[config.mk]
export PLATFORM = sky130hd
export DESIGN_NAME = crc4_search_supervisor
export DESIGN_NICKNAME = d
export VERILOG_FILES = /design/src/rtl/crc4_sup_pkg.sv /design/src/rtl/crc4_sup_ctrl.sv /design/src/rtl/crc4_sup_dp.sv /design/src/rtl/crc4_sup_pack.sv /design/src/rtl/crc4_search_supervisor.sv
export SDC_FILE = /design/constraint.sdc
export NUM_CORES = 1
export LEC_CHECK = 0
export ABC_AREA = 1
export CORE_MARGIN = 2
export CORE_UTILIZATION = 37
export DETAILED_ROUTE_END_ITERATION = 10
export HOLD_SLACK_MARGIN = 0.12
export MAX_ROUTING_LAYER = met4
export PLACE_DENSITY = 0.79
export SYNTH_ARGS = -nofsm -noshare
export SYNTH_HDL_FRONTEND = slang
export SYNTH_SLANG_ARGS = --single-unit
[constraint.sdc]
create_clock -name clk -period 1.1 [get_ports clk]
set_input_delay 0.22 -clock clk [delete_from_list [all_inputs] [get_ports clk]]
set_output_delay 0.22 -clock clk [all_outputs]
set_load 0.03 [all_outputs]
[src/rtl/crc4_sup_pkg.sv]
package crc4_sup_pkg;

  // Strobes passed from the control module to the datapath
  typedef struct packed {
    logic clr;   // clear counter and over-limit flag
    logic inc;   // advance counter by one window
  } supStrobe_t;

endpackage

[src/rtl/crc4_sup_ctrl.sv]
module crc4_sup_ctrl
  import crc4_sup_pkg::*;
(
  input  logic       windowTick,
  input  logic       crc4Locked,
  input  logic       crc4ModeEn,
  output supStrobe_t strobes
);

  logic clearReq;

  // Lock or mode-off forces a clear; a clear takes priority over a tick
  always_comb begin
    clearReq    = crc4Locked | ~crc4ModeEn;
    strobes.clr = clearReq;
    strobes.inc = windowTick & ~clearReq;
  end

endmodule

[src/rtl/crc4_sup_dp.sv]
module crc4_sup_dp
  import crc4_sup_pkg::*;
#(
  parameter int CNT_W    = 6,
  parameter int LIMIT    = 50,
  parameter int HIDE_BIT = 1
) (
  input  logic             clk,
  input  logic             rstN,
  input  supStrobe_t       strobes,
  output logic [CNT_W-1:0] cntQ,
  output logic [CNT_W-2:0] visCnt,
  output logic             overLimit
);

  localparam int VIS_W = CNT_W - 1;
  localparam logic [CNT_W-1:0] LIMIT_M1 = CNT_W'(LIMIT - 1);
  localparam logic [CNT_W-1:0] ONE      = CNT_W'(1);

  logic [CNT_W-1:0] cntD;
  logic             overD;

  always_comb begin
    cntD  = cntQ;
    overD = overLimit;
    if (strobes.clr) begin
      cntD  = '0;
      overD = 1'b0;
    end else if (strobes.inc) begin
      cntD = cntQ + ONE;               // wraps naturally
      if (cntQ == LIMIT_M1) overD = 1'b1;
    end
  end

  always_ff @(posedge clk or negedge rstN) begin
    if (!rstN) begin
      cntQ      <= '0;
      overLimit <= 1'b0;
    end else begin
      cntQ      <= cntD;
      overLimit <= overD;
    end
  end

  // Visible field: every counter bit except HIDE_BIT, in ascending order
  for (genvar i = 0; i < VIS_W; i++) begin : g_vis
    if (i < HIDE_BIT) begin : g_low
      assign visCnt[i] = cntQ[i];
    end else begin : g_high
      assign visCnt[i] = cntQ[i+1];
    end
  end

endmodule

[src/rtl/crc4_sup_pack.sv]
module crc4_sup_pack #(
  parameter int VIS_W = 5
) (
  input  logic               clk,
  input  logic               rstN,
  input  logic               fasSearch,
  input  logic               casSearch,
  input  logic               crc4Search,
  input  logic [VIS_W-1:0]   visCnt,
  output logic [VIS_W+2:0]   statusByte
);

  logic [2:0] flagQ;

  always_ff @(posedge clk or negedge rstN) begin
    if (!rstN) flagQ <= '0;
    else       flagQ <= {fasSearch, casSearch, crc4Search};
  end

  assign statusByte = {visCnt, flagQ};

endmodule

[src/rtl/crc4_search_supervisor.sv]
module crc4_search_supervisor
  import crc4_sup_pkg::*;
#(
  parameter int CNT_W    = 6,
  parameter int LIMIT    = 50,
  parameter int HIDE_BIT = 1
) (
  input  logic       clk,
  input  logic       rstN,
  input  logic       windowTick,
  input  logic       crc4Locked,
  input  logic       crc4ModeEn,
  input  logic       fasSearch,
  input  logic       casSearch,
  input  logic       crc4Search,
  output logic [7:0] statusByte,
  output logic       overLimit
);

  localparam int VIS_W = CNT_W - 1;

  supStrobe_t       strobes;
  logic [CNT_W-1:0] cntQ;
  logic [VIS_W-1:0] visCnt;

  crc4_sup_ctrl ctrl_i (
    .windowTick (windowTick),
    .crc4Locked (crc4Locked),
    .crc4ModeEn (crc4ModeEn),
    .strobes    (strobes)
  );

  crc4_sup_dp #(
    .CNT_W    (CNT_W),
    .LIMIT    (LIMIT),
    .HIDE_BIT (HIDE_BIT)
  ) dp_i (
    .clk       (clk),
    .rstN      (rstN),
    .strobes   (strobes),
    .cntQ      (cntQ),
    .visCnt    (visCnt),
    .overLimit (overLimit)
  );

  crc4_sup_pack #(
    .VIS_W (VIS_W)
  ) pack_i (
    .clk        (clk),
    .rstN       (rstN),
    .fasSearch  (fasSearch),
    .casSearch  (casSearch),
    .crc4Search (crc4Search),
    .visCnt     (visCnt),
    .statusByte (statusByte)
  );

endmodule

==> results of run 1 <==
-- placed cells by master (no fill, tap or decap) --
cell type / synthesis / layout
clkdlybuf4s50_1: 0 / 6
inv_1: 8 / 8
nand3_4: 0 / 1
nor3_1: 1 / 1
clkbuf_8: 0 / 1
dfrtp_1: 10 / 9
o21ai_1: 2 / 3
nor2_4: 1 / 2
ha_4: 0 / 2
nor2_1: 9 / 8
clkinv_1: 1 / 1
nand2_2: 1 / 2
a21oi_1: 2 / 2
nand2_1: 9 / 7
a211oi_2: 0 / 1
buf_6: 0 / 3
buf_4: 5 / 18
dfrtp_2: 0 / 1
dlymetal6s2s_1: 0 / 1
nand4_1: 1 / 1
nor2_2: 1 / 1
clkbuf_4: 0 / 3
nand2_4: 0 / 1
-- cell type report --
class	instances	area, um2	area share
Inverter	9	33.8	0.0419
Timing Repair Buffer	28	241	0.299
Clock buffer	4	36.3	0.0450
Multi-Input combinational cell	32	225	0.279
Tap cell	15	18.8	0.0233
Sequential cell	10	251	0.312
-- cell families (layout without fill, tap and decap cells) --
logic type | count (synthesis) | after routing | share of synthesized area
AOI/OAI and AO/OA | 6 | 6 | 0.0668
adders and majority gates | 2 | 2 | 0.0514
buffers and inverters | 14 | 41 | 0.147
DFF | 10 | 10 | 0.514
and+or+nand+nor | 24 | 24 | 0.221
-- sequential cells by signal, summed over array words and instances, names as in the netlist --
name            count
dp_i.cntQ           6
pack_i.flagQ        3
dp_i.overLimit      1
-- final timing paths --
path	start	end	slack, ns	depth (start not counted)
max	dp_i.cntQ[0]$_DFFE_PN0P_	statusByte[3]	-0.05	2
min	rstN	pack_i.flagQ[0]$_DFF_PN0_	0.23	2
max reg2reg	dp_i.cntQ[0]$_DFFE_PN0P_	dp_i.cntQ[4]$_DFFE_PN0P_	-0.03	7
min reg2reg	dp_i.overLimit$_DFFE_PN0P_	dp_i.overLimit$_DFFE_PN0P_	0.52	2
max in group asynchronous	rstN	dp_i.cntQ[1]$_DFFE_PN0P_	0.71	2
min in group clk	crc4Search	pack_i.flagQ[0]$_DFF_PN0_	0.38	1
-- metrics by stage --
stage                     setup slack [ns]  hold slack [ns]  TNS (ns)  utilization  power, uW
after detailed placement            -0.208            0.511    -0.972        0.519        495
final                              -0.0483            0.231   -0.0760        0.636        855
after global placement              -0.149            0.511    -0.648        0.519        491
after floorplan                     0.0932          -0.0756         0            -        424
after CTS                          -0.0377            0.235   -0.0696        0.589        846
after global routing               -0.0810            0.257    -0.201        0.636        885
-- synth_stat cells --
cell      number  area share
dfrtp_1       10        0.51
nand2_1        9       0.069
nor2_1         9       0.069
inv_1          8       0.062
buf_4          5       0.077
a21oi_1        2       0.021
ha_1           2       0.051
o21ai_1        2       0.021
a211oi_1       1       0.015
clkinv_1       1      0.0077
nand2_2        1       0.013
nand3_1        1       0.010
nand4_1        1       0.013
nor2_2         1       0.013
nor2_4         1       0.023
nor3_1         1       0.010
o21ai_0        1       0.010
-- power by group through the flow --
stage	clock (uW)	combinational (uW)	sequential (uW)
after floorplan	0	24.3	400
after global placement	0	103	388
after detailed placement	0	107	388
after CTS	345	119	381
after global routing	363	139	383
final	344	128	382
-- per-layer routing --
layer  share of wire  global-route usage  wire length, um
met4           0.014              0.0750               16
met3           0.055              0.0500               65
met5               0                   -                0
met1            0.38               0.180              450
met2            0.55               0.286              645
-- repair_timing --
action                                  in CTS  in global routing
setup buffers                                3                  2
pin swaps                                    0                  1
endpoints found under the setup margin       2                  7
resized for setup                            6                 11
==> summary.md, run 1 <==
The floorplan step defined a die boundary enclosing 0.00162 mm2. The starting utilization of the core area came out at 0.384. In the final routed layout, each cell accounts on average for 12.0 um. The internal portion of the total power is 644 uW.

The kind of cell with the highest combined delay on the critical path is flip-flops. Clock-pin slew was measured on the worst setup and hold paths at 0.07 ns. The power share of the combinational group is 0.150, and the average footprint of a synthesized cell is 8.69 um2.

For the CTS H-tree depth, the log shows 1. The slowest stage of the critical path is the dfrtp_1 cell. The sink count of the clock tree was 10. The final count of negative-setup-slack endpoints was 2; the final net count was 94.

The flip-flop and latch count after synthesis is 10, and the via density per instance is 4.63. The tools report the via count of the routed design as 454. TritonCTS built the clock tree. Across the VDD grid, the largest voltage drop is 0.618 mV. The final routed wirelength across all metal layers came out at 1180 um.

The tools report the clock root buffer as clkbuf_4. The tools report the cell count after synthesis as 56. For this run, the number of standard cells in the final layout without fillers is 98. Type of the setup path with the least slack: flop to output port. The arrival time at the worst endpoint came out at 0.93 ns. 17 I/O pins were placed.

Number of warnings reported in the yosys synthesis log: 0. Entering global routing, the biggest net connects 11 pins. The static leakage is 0.000401 uW, and the width of the chip is 40.3 um. The first global-routing pass estimated 1680 um of wire. For this run, the detailed router's first-pass iteration total came to 4. The largest driver fanout on the critical path came out at 2.

In this run the power density over the cells is 1060 mW/mm2. After routing the design area is 807 um2. The cell repeated most along the worst path was buf_6.

The run gives 0.27 ns as the source-to-sink clock delay at the later pin of the worst-skew pair. STA classifies the critical path startpoint as a flop. Summed over all nets, the switching power comes to 211 uW. The checks that failed: negative setup slack.

The initialized floorplan defines 13 standard-cell rows. The count of buffer and inverter cells on the critical path was 2; the fraction of power spent switching nets was 0.247. The quantity of I/O buffers inserted on ports was 16. The logs give -0.0483 ns for the setup slack of the critical path after layout and 0 for the final-report hold violation count. The layout cell share with drive strength beyond 1 works out to 0.434.

Post-detailed-placement cell area: 658 um2. The repair_antennas step left the layout with diodes totalling 0. The run gives 871 MHz as the maximum clock frequency. Setup repair after global routing could not meet its margin everywhere. The tightest min-delay check is of the input pin to asynchronous set/reset pin type.

For the worst setup path, the data required time is 0.88 ns. In this run the standard cell core region covers 0.00127 mm2. The cell area that synthesis handed to floorplanning was 487 um2.

Number of global-route vias before repair: 423. For this run the aggregate overflow at the end of global routing stands at 0. The congestion estimate from routability-driven global placement came to 0.865. The run gives 0.794 as the normalized max-slew margin. For the share of synthesized area occupied by flip-flops and latches, the log shows 0.514. Buffers inserted to repair hold after CTS numbered 0. The number of nets produced by synthesis was 66; the number of remaining DRC errors was 0. The final number of max-transition violations was 0; the portion of total power attributed to the clock network was 0.403. Die span in y: 40.3 um. Number of buffers on the longest clock path: 2.

The number of max-cap violations is 0, and the post-synthesis cell type count is 17. The capturing element type of the critical path is an output port. For the number of antenna violations at the first check in global routing, the log shows 0. Traced cell by cell, the critical path runs through buf_6, buf_6. In this design, the stage delay of the slowest critical-path cell is 0.40 ns.

The flow ran to the end, but the final reports show violations. The worst-margin pin slew was 0.308 ns. The logs give 0.168 for the total global-route track usage and 777 um for the total half-perimeter wirelength after legalization and detailed placement. Clock skew on the completed layout was measured at 0.00166 ns.

Counting the fill cells in the layout gives 105. The tools report the post-detailed-route count of antenna-violating nets as 0. For the share of total power in sequential cells, the log shows 0.447. In this run, placement finished with an instance count of 89. The synthesis-to-layout area growth works out to 65.8%. The run gives 8 as the DRC marker count from the first detailed-route iteration. The number of clock buffers added by TritonCTS is 3.

The worst path needs 1.15 ns of the cycle, external delays included. The final worst-path cycle share was 1.04.
No activity file was read; power rests on OpenSTA's default activity.
==> inputs of run 2 (changes only) <==
--- a/config.mk
+++ b/config.mk
@@ -7,11 +7,12 @@
 export LEC_CHECK = 0
 export ABC_AREA = 1
 export CORE_MARGIN = 2
-export CORE_UTILIZATION = 37
+export CORE_UTILIZATION = 29
+export CTS_BUF_LIST = sky130_fd_sc_hd__clkbuf_2
 export DETAILED_ROUTE_END_ITERATION = 10
 export HOLD_SLACK_MARGIN = 0.12
 export MAX_ROUTING_LAYER = met4
-export PLACE_DENSITY = 0.79
+export PLACE_DENSITY = 0.67
 export SYNTH_ARGS = -nofsm -noshare
 export SYNTH_HDL_FRONTEND = slang
 export SYNTH_SLANG_ARGS = --single-unit
==> run 2 against run 1 <==
  * The flow now finishes without violations
  * First-iteration DRC count unchanged
  * Non-clock buffer count up 2
  * Clock power down 41%
  * Total power down 18%
  * Largest power group unchanged
  * Highest routed layer is now met3
==> summary.md, run 2 (same netlist as run 1, synthesis figures left out) <==
The run finished with clean final reports. The power share of the combinational group is 0.167, and the number of core rows is 14. For this design, the sink count on the clock tree is 10. The tools report the final-report hold violation count as 0. Detailed placement ended at an HPWL of 837 um. Counting flops per register, the top entry is dp_i.cntQ. The largest registers in the layout are dp_i.cntQ x6, pack_i.flagQ x3, dp_i.overLimit x1.

The detail route stage leaves a number of antenna-violating nets equal to 0. The tools report the number of max-cap violations as 0. The final routed wirelength across all metal layers is 1150 um.

After detailed routing, the number of remaining DRC violations is 0. The count of buffers added on input and output ports is 16. The number of flip-flops under the largest register name is 6, and the worst-margin pin slew is 0.228 ns.

Starting utilization of the core area: 0.316. Portion of total power attributed to the clock network: 0.290. The CTS H-tree depth was 1; the time the final worst path needs with I/O delays and setup was 1.08 ns. Fraction of power spent switching nets: 0.265. TritonCTS built the clock tree.

The worst setup path is launched from a flop. In this run, placement finished with an instance count of 92. The layout cell share with drive strength beyond 1 is 0.447, and the die span in y is 45.0 um. The number of global-route vias before repair is 446, and the number of antenna violations at the first check in global routing is 0. Entering global routing, the biggest net connects 11 pins. The largest driver fanout on the critical path was 4. Clock-pin slew was measured on the worst setup and hold paths at 0.11 ns.

After detailed routing, the average wire length per cell comes to 11.4 um. Path class of the lowest-slack min-delay path: input pin to asynchronous set/reset pin. Counting the buffers created by CTS gives 3. The total congestion overflow is 0, and the arrival time at the worst endpoint is 1.25 ns. The internal portion of the total power is 518 uW. Compared with the post-synthesis result, the final layout area differs by 59.6%.

Pin placement for this block handled 17 I/O pins. The placeable core region is 0.00154 mm2, and the antenna cell count is 0. In this run the deepest clock path goes through 2 buffers.

The library cell used most frequently in the layout, excluding fill and tap cells, is buf_4. Between clock sinks in the finished design, the worst skew comes to 0.00941 ns. Setup violations remaining at the end of the flow were counted as 0.

The DRC marker count from the first detailed-route iteration came out at 8. The capturing element type of the critical path is a flop. The die covers 0.00202 mm2. Derived from the worst setup path, the maximum achievable clock frequency is 923 MHz.

The first global-routing pass estimated 1800 um of wire. The tools report the source-to-sink clock delay at the later pin of the worst-skew pair as 0.24 ns. The layout filler cell count is 162.

For the normalized max-slew margin, the log shows 0.848. The root buffer cell chosen for the clock tree is clkbuf_2. The floorplan step set the die width to 45.0 um.

The setup path with the least slack is of type flop to flop. Across the VDD grid, the largest voltage drop is 0.540 mV. Before antenna repair, the detailed router went through 4 iterations.

The tools report the final net count as 96. The library cells used most frequently in the layout, excluding fill and tap cells, are buf_4, nor2_1, inv_1, dfrtp_1, nand2_1. The congestion estimate from routability-driven global placement came to 0.820. Dividing the detail-routed via count by the number of cells gives 4.43.

Static leakage: 0.000402 uW. Summed over all nets, the switching power comes to 187 uW. The ratio of total power to cell area was 907 mW/mm2; the total global-route track usage was 0.126. For the final number of max-transition violations, the log shows 0. For this run, the number of standard cells in the final layout without fillers is 101.

The multi-input combinational cells in the finished layout cover a total of 191 um2. Across all layers, the routed design uses 447 vias. The final worst-path cycle share is 0.984. At the worst endpoint, the required time is 1.27 ns.

The share of total power in sequential cells was 0.543. Registers take 253 um2. In the final timing run, aggregate negative setup slack is 0 ns.
run 2: changes by cell type in the layout (fill, tap and decap cells not counted), sizes merged:
cell	before	now
buf	21	23
clkbuf	4	3
inv	8	9
run 2: repair_timing:
action | 4_1_cts | 5_1_grt
pin swaps | 0 | 3
setup buffers | 1 | 4
hold buffers | 0 | 0
endpoints found under the hold margin | 0 | 0
resized for setup | 1 | 14
setup endpoints to repair | 3 | 8
run 2: per-layer routing:
layer	vias to the layer above	wire length, um	part of all wire	GRT usage
met1	206	510	0.44	0.152
li1	225	-	-	-
met4	0	0	0	0.0294
met2	16	574	0.50	0.209
met5	-	0	0	-
met3	0	64	0.056	0.0360
run 2: worst paths after layout:
check	endpoint	slack [ns]	cells past startpoint	startpoint
max	dp_i.cntQ[2]$_DFFE_PN0P_	0.02	5	dp_i.cntQ[0]$_DFFE_PN0P_
min	pack_i.flagQ[1]$_DFF_PN0_	0.24	2	rstN
max reg2reg	dp_i.cntQ[2]$_DFFE_PN0P_	0.02	5	dp_i.cntQ[0]$_DFFE_PN0P_
min reg2reg	dp_i.overLimit$_DFFE_PN0P_	0.53	2	dp_i.overLimit$_DFFE_PN0P_
max in group asynchronous	dp_i.cntQ[2]$_DFFE_PN0P_	0.70	2	rstN
min in group clk	pack_i.flagQ[0]$_DFF_PN0_	0.40	1	crc4Search
run 2: final cells by class:
type | instances | share of cell area
inverters | 9 | 0.0435
multi-input cells | 32 | 0.246
well taps | 16 | 0.0258
repair buffers | 30 | 0.335
clock buffers | 3 | 0.0193
flip-flops and latches | 10 | 0.325
clock inverters | 1 | 0.00483
run 2: metrics by stage:
step           hold WS, ns   util  area, um2  setup WS (ns)  power [uW]
2_1_floorplan      -0.0756      -        487         0.0932         424
3_3_place_gp         0.506  0.438        674         -0.158         497
3_5_place_dp         0.509  0.438        674         -0.199         499
4_1_cts              0.246  0.456        703        0.00376         700
5_1_grt              0.239  0.504        777        -0.0241         742
6_report             0.240  0.504        777         0.0171         704
run 2: power groups by stage:
stage                     logic [uW]  clock network, uW  registers (uW)
after floorplan                 24.3                  0             400
after global placement           109                  0             388
after detailed placement         111                  0             388
after CTS                        111                207             381
after global routing             128                231             383
final                            118                204             382
run 2: worst max-delay path, stage by stage (launching register included):
cell and delay, ns:
dfrtp_2 0.45, ha_2 0.20, nand3_2 0.09, nand2_2 0.07
buf_4 0.13, nor2_1 0.08
